File: config.mk
export PLATFORM = sky130hd
export DESIGN_NAME = spec_alias_tracker
export DESIGN_NICKNAME = d
export VERILOG_FILES = /design/src/rtl/sat_pkg.sv /design/src/rtl/sat_line_table.sv /design/src/rtl/sat_region_ctrl.sv /design/src/rtl/spec_alias_tracker.sv
export SDC_FILE = /design/constraint.sdc
export NUM_CORES = 1
export LEC_CHECK = 0
export BUFFER_PORTS_ARGS = -buffer_cell sky130_fd_sc_hd__buf_2
export CORE_MARGIN = 3
export CORE_UTILIZATION = 25
export DETAILED_ROUTE_END_ITERATION = 7
export SYNTH_ARGS = -nofsm -noshare
export SYNTH_HDL_FRONTEND = slang
export SYNTH_SLANG_ARGS = --single-unit
File: constraint.sdc
create_clock -name clk -period 11.28 [get_ports clk]
set_input_delay 2.256 -clock clk [delete_from_list [all_inputs] [get_ports clk]]
set_output_delay 2.256 -clock clk [all_outputs]
set_load 0.02 [all_outputs]
File: src/rtl/sat_pkg.sv
package sat_pkg;

    typedef enum logic [3:0] {
        OP_NOP          = 4'd0,
        OP_BEGIN        = 4'd1,
        OP_END          = 4'd2,
        OP_ABORT        = 4'd3,
        OP_LOAD         = 4'd4,
        OP_LOAD_MARK    = 4'd5,
        OP_CLEAR_MARK   = 4'd6,
        OP_STORE        = 4'd7,
        OP_STORE_CHK_R  = 4'd8,
        OP_STORE_CHK_W  = 4'd9,
        OP_STORE_CHK_RW = 4'd10
    } mem_op_e;

    typedef enum logic {
        ST_IDLE   = 1'b0,
        ST_ACTIVE = 1'b1
    } region_state_e;

endpackage

File: src/rtl/sat_line_table.sv
module sat_line_table #(
    parameter int ENTRIES = 16,
    parameter int TAG_W   = 26
) (
    input  logic             clk,
    input  logic             rst_n,
    input  logic [TAG_W-1:0] lookup_tag,
    input  logic             clear_all,
    input  logic             set_rd,
    input  logic             set_wr,
    input  logic             clr_rd,
    output logic             hit,
    output logic             hit_rd,
    output logic             hit_wr,
    output logic             full,
    output logic             empty
);

    logic [ENTRIES-1:0] rd_mark;
    logic [ENTRIES-1:0] wr_mark;
    logic [TAG_W-1:0]   tag_q [ENTRIES];
    logic [ENTRIES-1:0] in_use;
    logic [ENTRIES-1:0] match;
    logic [ENTRIES-1:0] alloc_oh;
    logic               alloc_req;

    assign in_use    = rd_mark | wr_mark;
    assign hit       = |match;
    assign hit_rd    = |(match & rd_mark);
    assign hit_wr    = |(match & wr_mark);
    assign full      = &in_use;
    assign empty     = ~|in_use;
    assign alloc_req = (set_rd | set_wr) & ~hit & ~full;

    // lowest free entry receives a new line
    always_comb begin
        logic found;
        found    = 1'b0;
        alloc_oh = '0;
        for (int i = 0; i < ENTRIES; i++) begin
            if (!in_use[i] && !found) begin
                alloc_oh[i] = 1'b1;
                found       = 1'b1;
            end
        end
    end

    for (genvar g = 0; g < ENTRIES; g++) begin : g_entry
        assign match[g] = in_use[g] && (tag_q[g] == lookup_tag);

        always_ff @(posedge clk) begin
            if (!rst_n) begin
                rd_mark[g] <= 1'b0;
                wr_mark[g] <= 1'b0;
                tag_q[g]   <= '0;
            end else if (clear_all) begin
                rd_mark[g] <= 1'b0;
                wr_mark[g] <= 1'b0;
            end else if (match[g]) begin
                if (set_rd) rd_mark[g] <= 1'b1;
                if (clr_rd) rd_mark[g] <= 1'b0;
                if (set_wr) wr_mark[g] <= 1'b1;
            end else if (alloc_req && alloc_oh[g]) begin
                tag_q[g]   <= lookup_tag;
                rd_mark[g] <= set_rd;
                wr_mark[g] <= set_wr;
            end
        end
    end

    // a line tag never occupies two entries
    assert_unique_line_R1: assert property (@(posedge clk) disable iff (!rst_n)
        $countones(match) <= 1);

    // a clear leaves no mark behind
    assert_clear_empties_R11: assert property (@(posedge clk) disable iff (!rst_n)
        clear_all |=> empty);

endmodule

File: src/rtl/sat_region_ctrl.sv
module sat_region_ctrl
    import sat_pkg::*;
#(
    parameter int PC_W = 32
) (
    input  logic            clk,
    input  logic            rst_n,
    input  logic            op_valid,
    input  logic [3:0]      op_code,
    input  logic [PC_W-1:0] op_pc,
    input  logic            hit,
    input  logic            hit_rd,
    input  logic            hit_wr,
    input  logic            full,
    output logic            clear_all,
    output logic            set_rd,
    output logic            set_wr,
    output logic            clr_rd,
    output logic            abort_q,
    output logic [PC_W-1:0] safe_pc_q,
    output logic            active
);

    region_state_e state_q, state_d;
    mem_op_e       op;
    logic          live, is_store, chk_rd, chk_wr;
    logic          alias_fail, overflow, abort_req, commit;

    assign op     = mem_op_e'(op_code);
    assign active = (state_q == ST_ACTIVE);

    // state register
    always_ff @(posedge clk) begin
        if (!rst_n) begin
            state_q   <= ST_IDLE;
            abort_q   <= 1'b0;
            safe_pc_q <= '0;
        end else begin
            state_q <= state_d;
            abort_q <= abort_req;
            if (state_q == ST_IDLE && op_valid && op == OP_BEGIN)
                safe_pc_q <= op_pc;
        end
    end

    // decode, transitions and table commands
    always_comb begin
        live     = op_valid && (state_q == ST_ACTIVE);
        is_store = 1'b0;
        chk_rd   = 1'b0;
        chk_wr   = 1'b0;
        unique case (op)
            OP_STORE:        is_store = 1'b1;
            OP_STORE_CHK_R:  begin is_store = 1'b1; chk_rd = 1'b1; end
            OP_STORE_CHK_W:  begin is_store = 1'b1; chk_wr = 1'b1; end
            OP_STORE_CHK_RW: begin is_store = 1'b1; chk_rd = 1'b1; chk_wr = 1'b1; end
            default:         ;
        endcase

        alias_fail = hit && ((chk_rd && hit_rd) || (chk_wr && hit_wr));
        overflow   = !hit && full && (is_store || op == OP_LOAD_MARK);
        abort_req  = live && (op == OP_ABORT || alias_fail || overflow);
        commit     = live && (op == OP_END);

        state_d = state_q;
        unique case (state_q)
            ST_IDLE:   if (op_valid && op == OP_BEGIN) state_d = ST_ACTIVE;
            ST_ACTIVE: if (abort_req || commit)        state_d = ST_IDLE;
            default:   state_d = ST_IDLE;
        endcase

        clear_all = abort_req || commit;
        set_rd    = live && !abort_req && (op == OP_LOAD_MARK);
        set_wr    = live && !abort_req && is_store;
        clr_rd    = live && (op == OP_CLEAR_MARK);
    end

    // the rollback indication lasts one cycle
    assert_abort_one_cycle_R8: assert property (@(posedge clk) disable iff (!rst_n)
        abort_q |=> !abort_q);

    // only an open region can roll back
    assert_abort_needs_region_R13: assert property (@(posedge clk) disable iff (!rst_n)
        abort_q |-> $past(state_q == ST_ACTIVE));

    // a read-checked store hitting a read mark rolls back
    assert_read_alias_R3: assert property (@(posedge clk) disable iff (!rst_n)
        (live && chk_rd && hit_rd) |=> (abort_q && state_q == ST_IDLE));

    // the PC does not move while a region is open
    assert_pc_held_R8: assert property (@(posedge clk) disable iff (!rst_n)
        (active && $past(active)) |-> $stable(safe_pc_q));

endmodule

File: src/rtl/spec_alias_tracker.sv
module spec_alias_tracker
    import sat_pkg::*;
#(
    parameter int ADDR_W     = 32,
    parameter int PC_W       = 32,
    parameter int ENTRIES    = 16,
    parameter int LINE_BYTES = 64
) (
    input  logic              clk,
    input  logic              rst_n,
    input  logic              op_valid,
    input  logic [3:0]        op_code,
    input  logic [ADDR_W-1:0] op_addr,
    input  logic [PC_W-1:0]   op_pc,
    output logic              abort_pulse,
    output logic [PC_W-1:0]   redirect_pc,
    output logic              region_active
);

    localparam int LINE_BITS = $clog2(LINE_BYTES);
    localparam int TAG_W     = ADDR_W - LINE_BITS;

    logic hit, hit_rd, hit_wr, full, empty;
    logic clear_all, set_rd, set_wr, clr_rd;

    sat_region_ctrl #(.PC_W(PC_W)) u_ctrl (
        .clk       (clk),
        .rst_n     (rst_n),
        .op_valid  (op_valid),
        .op_code   (op_code),
        .op_pc     (op_pc),
        .hit       (hit),
        .hit_rd    (hit_rd),
        .hit_wr    (hit_wr),
        .full      (full),
        .clear_all (clear_all),
        .set_rd    (set_rd),
        .set_wr    (set_wr),
        .clr_rd    (clr_rd),
        .abort_q   (abort_pulse),
        .safe_pc_q (redirect_pc),
        .active    (region_active)
    );

    sat_line_table #(.ENTRIES(ENTRIES), .TAG_W(TAG_W)) u_table (
        .clk        (clk),
        .rst_n      (rst_n),
        .lookup_tag (op_addr[ADDR_W-1:LINE_BITS]),
        .clear_all  (clear_all),
        .set_rd     (set_rd),
        .set_wr     (set_wr),
        .clr_rd     (clr_rd),
        .hit        (hit),
        .hit_rd     (hit_rd),
        .hit_wr     (hit_wr),
        .full       (full),
        .empty      (empty)
    );

    // a rollback leaves the block idle with no marks
    assert_abort_idle_R11: assert property (@(posedge clk) disable iff (!rst_n)
        abort_pulse |-> (!region_active && empty));

    // no region open means no marks held
    assert_idle_empty_R10: assert property (@(posedge clk) disable iff (!rst_n)
        !region_active |-> empty);

endmodule

==> metrics.md, run 1 <==
| Metric | Value |
|---|---|
| Outcome | complete, no violations |
| Clk_lat worst skew | 0.63 ns |
| Gr ovfl total | 0 |
| GP Congestion | 0.9203 |
| Hold slack | 0.4591 ns |
| # setup viols final | 0 |
| Synth Instances | 2149 |
| Top_reg_cell synth | edfxtp_1 |
| H-tree Lvls | 2 |
| DIE AREA | 0.1041 mm2 |
| R2R depth | 10 |
| Post-Synthesis Cell Area | 0.02507 mm2 |
| Net Sw Power | 0.9672 mW |
| Leading area contributor after synthesis | edfxtp_1 |
| CTS tree | done |
| Number of global-route vias before repair | 15390 |
| Syn Nets | 2220 |
| Post-route ant nets | 0 |
| Final Cell Area | 0.02846 mm2 |
| Largest family of logic cells by synthesized area | simple AND/OR/NAND/NOR gates |
| Via count | 16140 |
| Routed vias/inst | 4.603 |
| # Post-CTS Setup Buffers | 0 |
| Mean Syn Cell Area | 11.67 um2 |
| TritonRoute pass-1 iters | 6 |
| Hold depth | 2 |
| Slew Limit Fails | 0 |
| Xor and xnor fraction of the mapped netlist area | 14.57% |
| Yosys reg bits | 482 |
| Critical Path RT | 11.48 ns |
| Synth top area share | 49.83% |
| Area post-placement | 0.02676 mm2 |
| Hold Crit Class | flop to flop |
| Detailed Place HPWL | 40050 um |
| CTS root buf | clkbuf_16 |
| TNS Setup | 0 ns |
| CTS Buffer Depth | 3 |
| Logic gate share of total power | 8.0% |
| Post-synthesis compound-gate area fraction | 3.888% |
| Layout Cells excl Fill | 3506 |
| Sw Ratio | 23.75% |
| Yosys warning count | 0 |
| Avg WL per Cell | 18.43 um |
| Gr usage total | 12.20% |
| Mux cell area share after synthesis | 0% |
| Starting density of the core | 25.36% |
| Fin. Hold Viols | 0 |
| Core footprint | 0.09885 mm2 |
| Reg power frac | 49.8% |
| Post-Synth Adder-Cell Area | 0.07985% |
| Design Power | 4.072 mW |
| I/O Pins | 105 |
| Max Cap Viol | 0 |
| Final period utilization | 63.08% |
| Total CTS buffers | 49 |
| PostCTS Resize Cnt | 0 |
| CP Capture Type | flop |
| Setup Skew | 0.04839 ns |
| Fmax achieved | 140.5 MHz |
| Least-Margin Pin Slew | 1.291 ns |
| CP arrival | 7.31 ns |
| Antenna violations before repair | 0 |
| Leakage | 9.384 nW |
| WS Path Type | input pin to flop |
| Worst vdd ir | 0.1138 mV |
| Die X | 322.7 um |
| Cell-internal power | 3.105 mW |
| Hold_buf cts | 0 |
| DRC errors left | 0 |
| Clock sinks | 482 |
| Input/output buffers | 98 |
| Share of layout cells above drive strength 1 | 12.31% |
| Row count | 115 |
| Drt total wl | 64610 um |
| Nets@finish | 2249 |
| Worst Path Max Fanout | 26 |
| Initial DRC count | 1253 |
| Max transition margin | 13.49% |
| Simple-Gate Fraction of Synth Area | 22.47% |
| First-pass GRT wire length | 97700 um |
| Largest net degree at the start of global routing | 53 |
| Sequential-to-total area share from yosys stat | 55.10% |
| Cell variety after synth | 68 |
| Post-synth ARST share | 0% |
| Clock power share | 42.2% |
| Post-synth EDFFs | 416 |
| RSZ-0062 raised after global routing | false |
| Die Y | 322.7 um |
| Final min period | 7.115 ns |
| Largest cells by area after synthesis | edfxtp_1 (50%), and2_1 (11%), xnor2_1 (11%) |
| Area grow syn2layout | 13.50% |
| Cell Pwr Density | 143.1 mW/mm2 |
| CP startpoint kind | input pin |
| Clock transition at path regs | 0.06 ns |
| Cell Count Post-Placement | 3414 |
registers in the layout (all words and copies together), names as in the netlist:
| name | count |
|---|---|
| u_table.tag_q | 416 |
| u_ctrl.active | 1 |
| u_ctrl.safe_pc_q | 32 |
| u_ctrl.abort_q | 1 |
| u_table.rd_mark | 16 |
| u_table.wr_mark | 16 |
power by group through the flow:
| stage | Combinational [mW] | Clock, mW | Sequential, mW |
|---|---|---|---|
| after floorplan | 0.229 | 0 | 2.07 |
| after global placement | 0.327 | 0 | 2.06 |
| after detailed placement | 0.328 | 0 | 2.07 |
| after CTS | 0.330 | 1.76 | 2.03 |
| after global routing | 0.355 | 1.82 | 2.03 |
| final | 0.326 | 1.72 | 2.03 |
critical path: stages:
cell and delay (ns):
buf_2 0.61, buf_4 0.34, xor2_1 0.21, and4b_1 0.21
and4b_1 0.26, a21oi_1 0.28, nor4b_2 0.38, and2_1 0.23
nand3_1 0.74, or4b_1 0.88, nand2_1 0.86
kinds of logic (layout without fill, tap and decap cells):
kind of cell	count (synthesis)	count (layout)
DFF	482	482
adders and majority gates	2	2
AOI/OAI and AO/OA	134	134
and+or+nand+nor	923	923
buffers and inverters	191	260
xor gates and xnor gates	417	417
other	0	1
layout make-up:
class | count | area [um2]
Antenna cell | 1 | 2.502
Clock buffer | 59 | 1304
Clock inverter | 32 | 390.4
Fill cell | 10060 | 70400
Inverter | 21 | 78.83
Multi-Input combinational cell | 1476 | 10390
Sequential cell | 482 | 13810
Tap cell | 1287 | 1610
Timing Repair Buffer | 148 | 865.8
per-stage QoR:
stage                     setup slack (ns)  utilization, %
after global routing                 3.861           28.78
after CTS                            4.231           28.78
final                                4.165           28.79
after detailed placement             3.593           27.07
after floorplan                      3.862               -
after global placement               3.652           27.07
synth_stat cells (all sizes together), types with 5 or more instances:
master and instances:
xnor2 307, buf 102, xor2 110, or4 6
o31ai 10, nor4b 5, nor4 59, o21ai 15
a22oi 7, a211oi 7, o2111ai 7, clkbuf 68
nor3 26, or2 14, inv 21, and3 14
or3 6, nand4 159, nand3 36, edfxtp 416
nand2 91, a21oi 17, a221oi 11, a21boi 33
dfxtp 66, nor2 45, and2 440
final timing paths:
path,start,end,slack [ns]
max,op_addr[19],u_table.tag_q[0][41],4.16
min,u_ctrl.safe_pc_q[12],u_ctrl.safe_pc_q[12],0.46
max reg2reg,u_table.wr_mark[2],u_table.tag_q[0][41],6.40
min reg2reg,u_ctrl.safe_pc_q[12],u_ctrl.safe_pc_q[12],0.46
cells in the final DEF (no fill, tap or decap), types with 22 or more instances in the layout:
cell,instances
nor3_1,22
nor2_1,39
a21boi_0,33
buf_2,98
dfxtp_1,66
nand3_1,36
nand2_1,91
buf_4,50
clkbuf_16,49
nand4_1,159
nor4_1,48
edfxtp_1,416
and2_1,440
xor2_1,110
xnor2_1,307
metal layers:
| metal | track usage [%] | routed length (um) |
|---|---|---|
| met1 | 16.69 | 30040 |
| met4 | 3.241 | 1512 |
| met3 | 1.832 | 3088 |
| met5 | 0 | 0 |
| met2 | 20.15 | 29970 |
No activity file was read; power rests on OpenSTA's default activity.
==> run 2: changes to the inputs <==
==> constraint.sdc (replaced) <==
create_clock -name clk -period 6.5 [get_ports clk]
set_input_delay 1.3 -clock clk [delete_from_list [all_inputs] [get_ports clk]]
set_output_delay 1.3 -clock clk [all_outputs]
set_load 0.02 [all_outputs]
==> metrics.md, run 2 (synthesized netlist as in run 1, its figures left out) <==
| Metric | Value |
|---|---|
| Outcome | complete, no violations |
| # setup viols final | 0 |
| Dpl ws | 0.5249 ns |
| PostCTS Resize Cnt | 0 |
| Hold_buf cts | 0 |
| Least-Margin Pin Slew | 1.235 ns |
| Final min period | 5.391 ns |
| I/O Pins | 105 |
| Max transition margin | 17.68% |
| Hold slack | 0.4578 ns |
| Drt total wl | 68450 um |
| Avg WL per Cell | 19.10 um |
| Fmax achieved | 185.5 MHz |
| CTS root buf | clkbuf_16 |
| Worst Path Max Fanout | 33 |
| CP delay by family, top | simple AND/OR/NAND/NOR gates |
| Die X | 322.7 um |
| RSZ-0062 raised after global routing | false |
| CTS tree | done |
| Commonest cells after routing, fill and taps aside | and2_1 (440), edfxtp_1 (416), xnor2_1 (307) |
| Final period utilization | 82.94% |
| Gr ovfl total | 0 |
| Critical Path RT | 6.95 ns |
| Post-route ant nets | 0 |
| Gr usage total | 12.99% |
| CP arrival | 5.84 ns |
| TritonRoute pass-1 iters | 5 |
| First-pass GRT wire length | 102200 um |
| Final Util | 29.58% |
| # Post-CTS Setup Buffers | 0 |
| Final-layout fill cell count | 10010 |
| CP max stage delay | 0.99 ns |
| Row count | 115 |
| Routed vias/inst | 4.593 |
| Total CTS buffers | 52 |
| CP Capture Type | flop |
| GP Congestion | 0.9186 |
| Area of the multi-input gates | 0.01039 mm2 |
| TNS Setup | 0 ns |
| Share of layout cells above drive strength 1 | 15.13% |
| CP startpoint kind | input pin |
| Reg area | 0.01381 mm2 |
| Number of global-route vias before repair | 16050 |
| Starting density of the core | 25.36% |
| Worst vdd ir | 0.1824 mV |
| Commonest non-fill, non-tap cell in the layout | and2_1 |
| Slack of the critical path | 1.109 ns |
| Crit path cell chain | buf_2 > xor2_1 > or4_1 > nor4_2 > and2_1 > a311oi_1 > a41o_1 > a211oi_4 > nor2_8 > nor4b_4 > and2_1 |
| Slew Limit Fails | 0 |
| CTS Buffer Depth | 3 |
| Max FFs per register | 416 |
| CP max stage cell | nor4b_4 |
| Fin. Hold Viols | 0 |
| Antenna violations before repair | 3 |
| Clock transition at path regs | 0.05 ns |
| Clock sinks | 482 |
| Clk_lat worst skew | 0.62 ns |
| Area grow syn2layout | 16.62% |
| WS Path Type | input pin to flop |
| H-tree Lvls | 2 |
| Input/output buffers | 98 |
| DIE AREA | 0.1041 mm2 |
| Die Y | 322.7 um |
| Cell Pwr Density | 242.5 mW/mm2 |
| Max Cap Viol | 0 |
| Hold Crit Class | flop to flop |
| Largest net degree at the start of global routing | 34 |
| Nets@finish | 2327 |
| Leakage | 9.833 nW |
| Regs by FF count | u_table.tag_q x416, u_ctrl.safe_pc_q x32 |
| DRC errors left | 0 |
| Most common cell type on the critical path | and2_1 |
| Setup Skew | 0.03634 ns |
| Reg with most FFs | u_table.tag_q |
| Detailed Place HPWL | 46290 um |
| Initial DRC count | 1266 |
| Crit path buffers/inverters | 1 |
| Via count | 16460 |
| Core footprint | 0.09885 mm2 |
[run 2: power by group]
part / switching, mW / internal, mW
Clock: 1.26 / 1.69
Sequential: 0.0508 / 3.47
Combinational: 0.387 / 0.238
Total: 1.70 / 5.39
[run 2: path summary, 6_finish.rpt]
| path | slack (ns) | from | depth (start not counted) | end |
|---|---|---|---|---|
| worst min register to register | 0.46 | u_ctrl.safe_pc_q[28] | 2 | u_ctrl.safe_pc_q[28] |
| worst max register to register | 2.00 | u_table.wr_mark[9] | 10 | u_table.tag_q[1][38] |
| worst max-delay path | 1.11 | op_addr[6] | 11 | u_table.tag_q[1][38] |
| worst min-delay path | 0.46 | u_ctrl.safe_pc_q[28] | 2 | u_ctrl.safe_pc_q[28] |
[run 2: area by class of cell]
cell class	instances	area share, %
flip-flops and latches	482	47.25
multi-input cells	1476	35.54
repair buffers	223	5.658
well taps	1287	5.508
clock buffers	63	4.767
clock inverters	29	0.9843
inverters	21	0.2696
diodes	3	0.02568
[run 2: per-layer routing]
layer	vias up	GRT usage (%)	share of wire [%]
li1	7773	-	-
met1	8097	17.22	44
met2	468	21.17	46
met3	123	2.453	6.0
met4	0	4.690	3.6
met5	-	0	0
[run 2: tightest hold or removal path, delay by kind of cell, from the launching register on]
| family | cells | cell delay [ns] |
|---|---|---|
| compound gates | 1 | 0.06 |
| flops | 1 | 0.30 |
| simple gates | 1 | 0.04 |
[run 2: per-stage QoR]
stage                     instances  total power [mW]  cell area (um2)
after floorplan                2149             3.981            25070
after global placement         3489             4.208            27550
after detailed placement       3489             4.214            27550
after CTS                      3581             7.168            29230
after global routing           3581             7.344            29230
final                          3584             7.089            29240
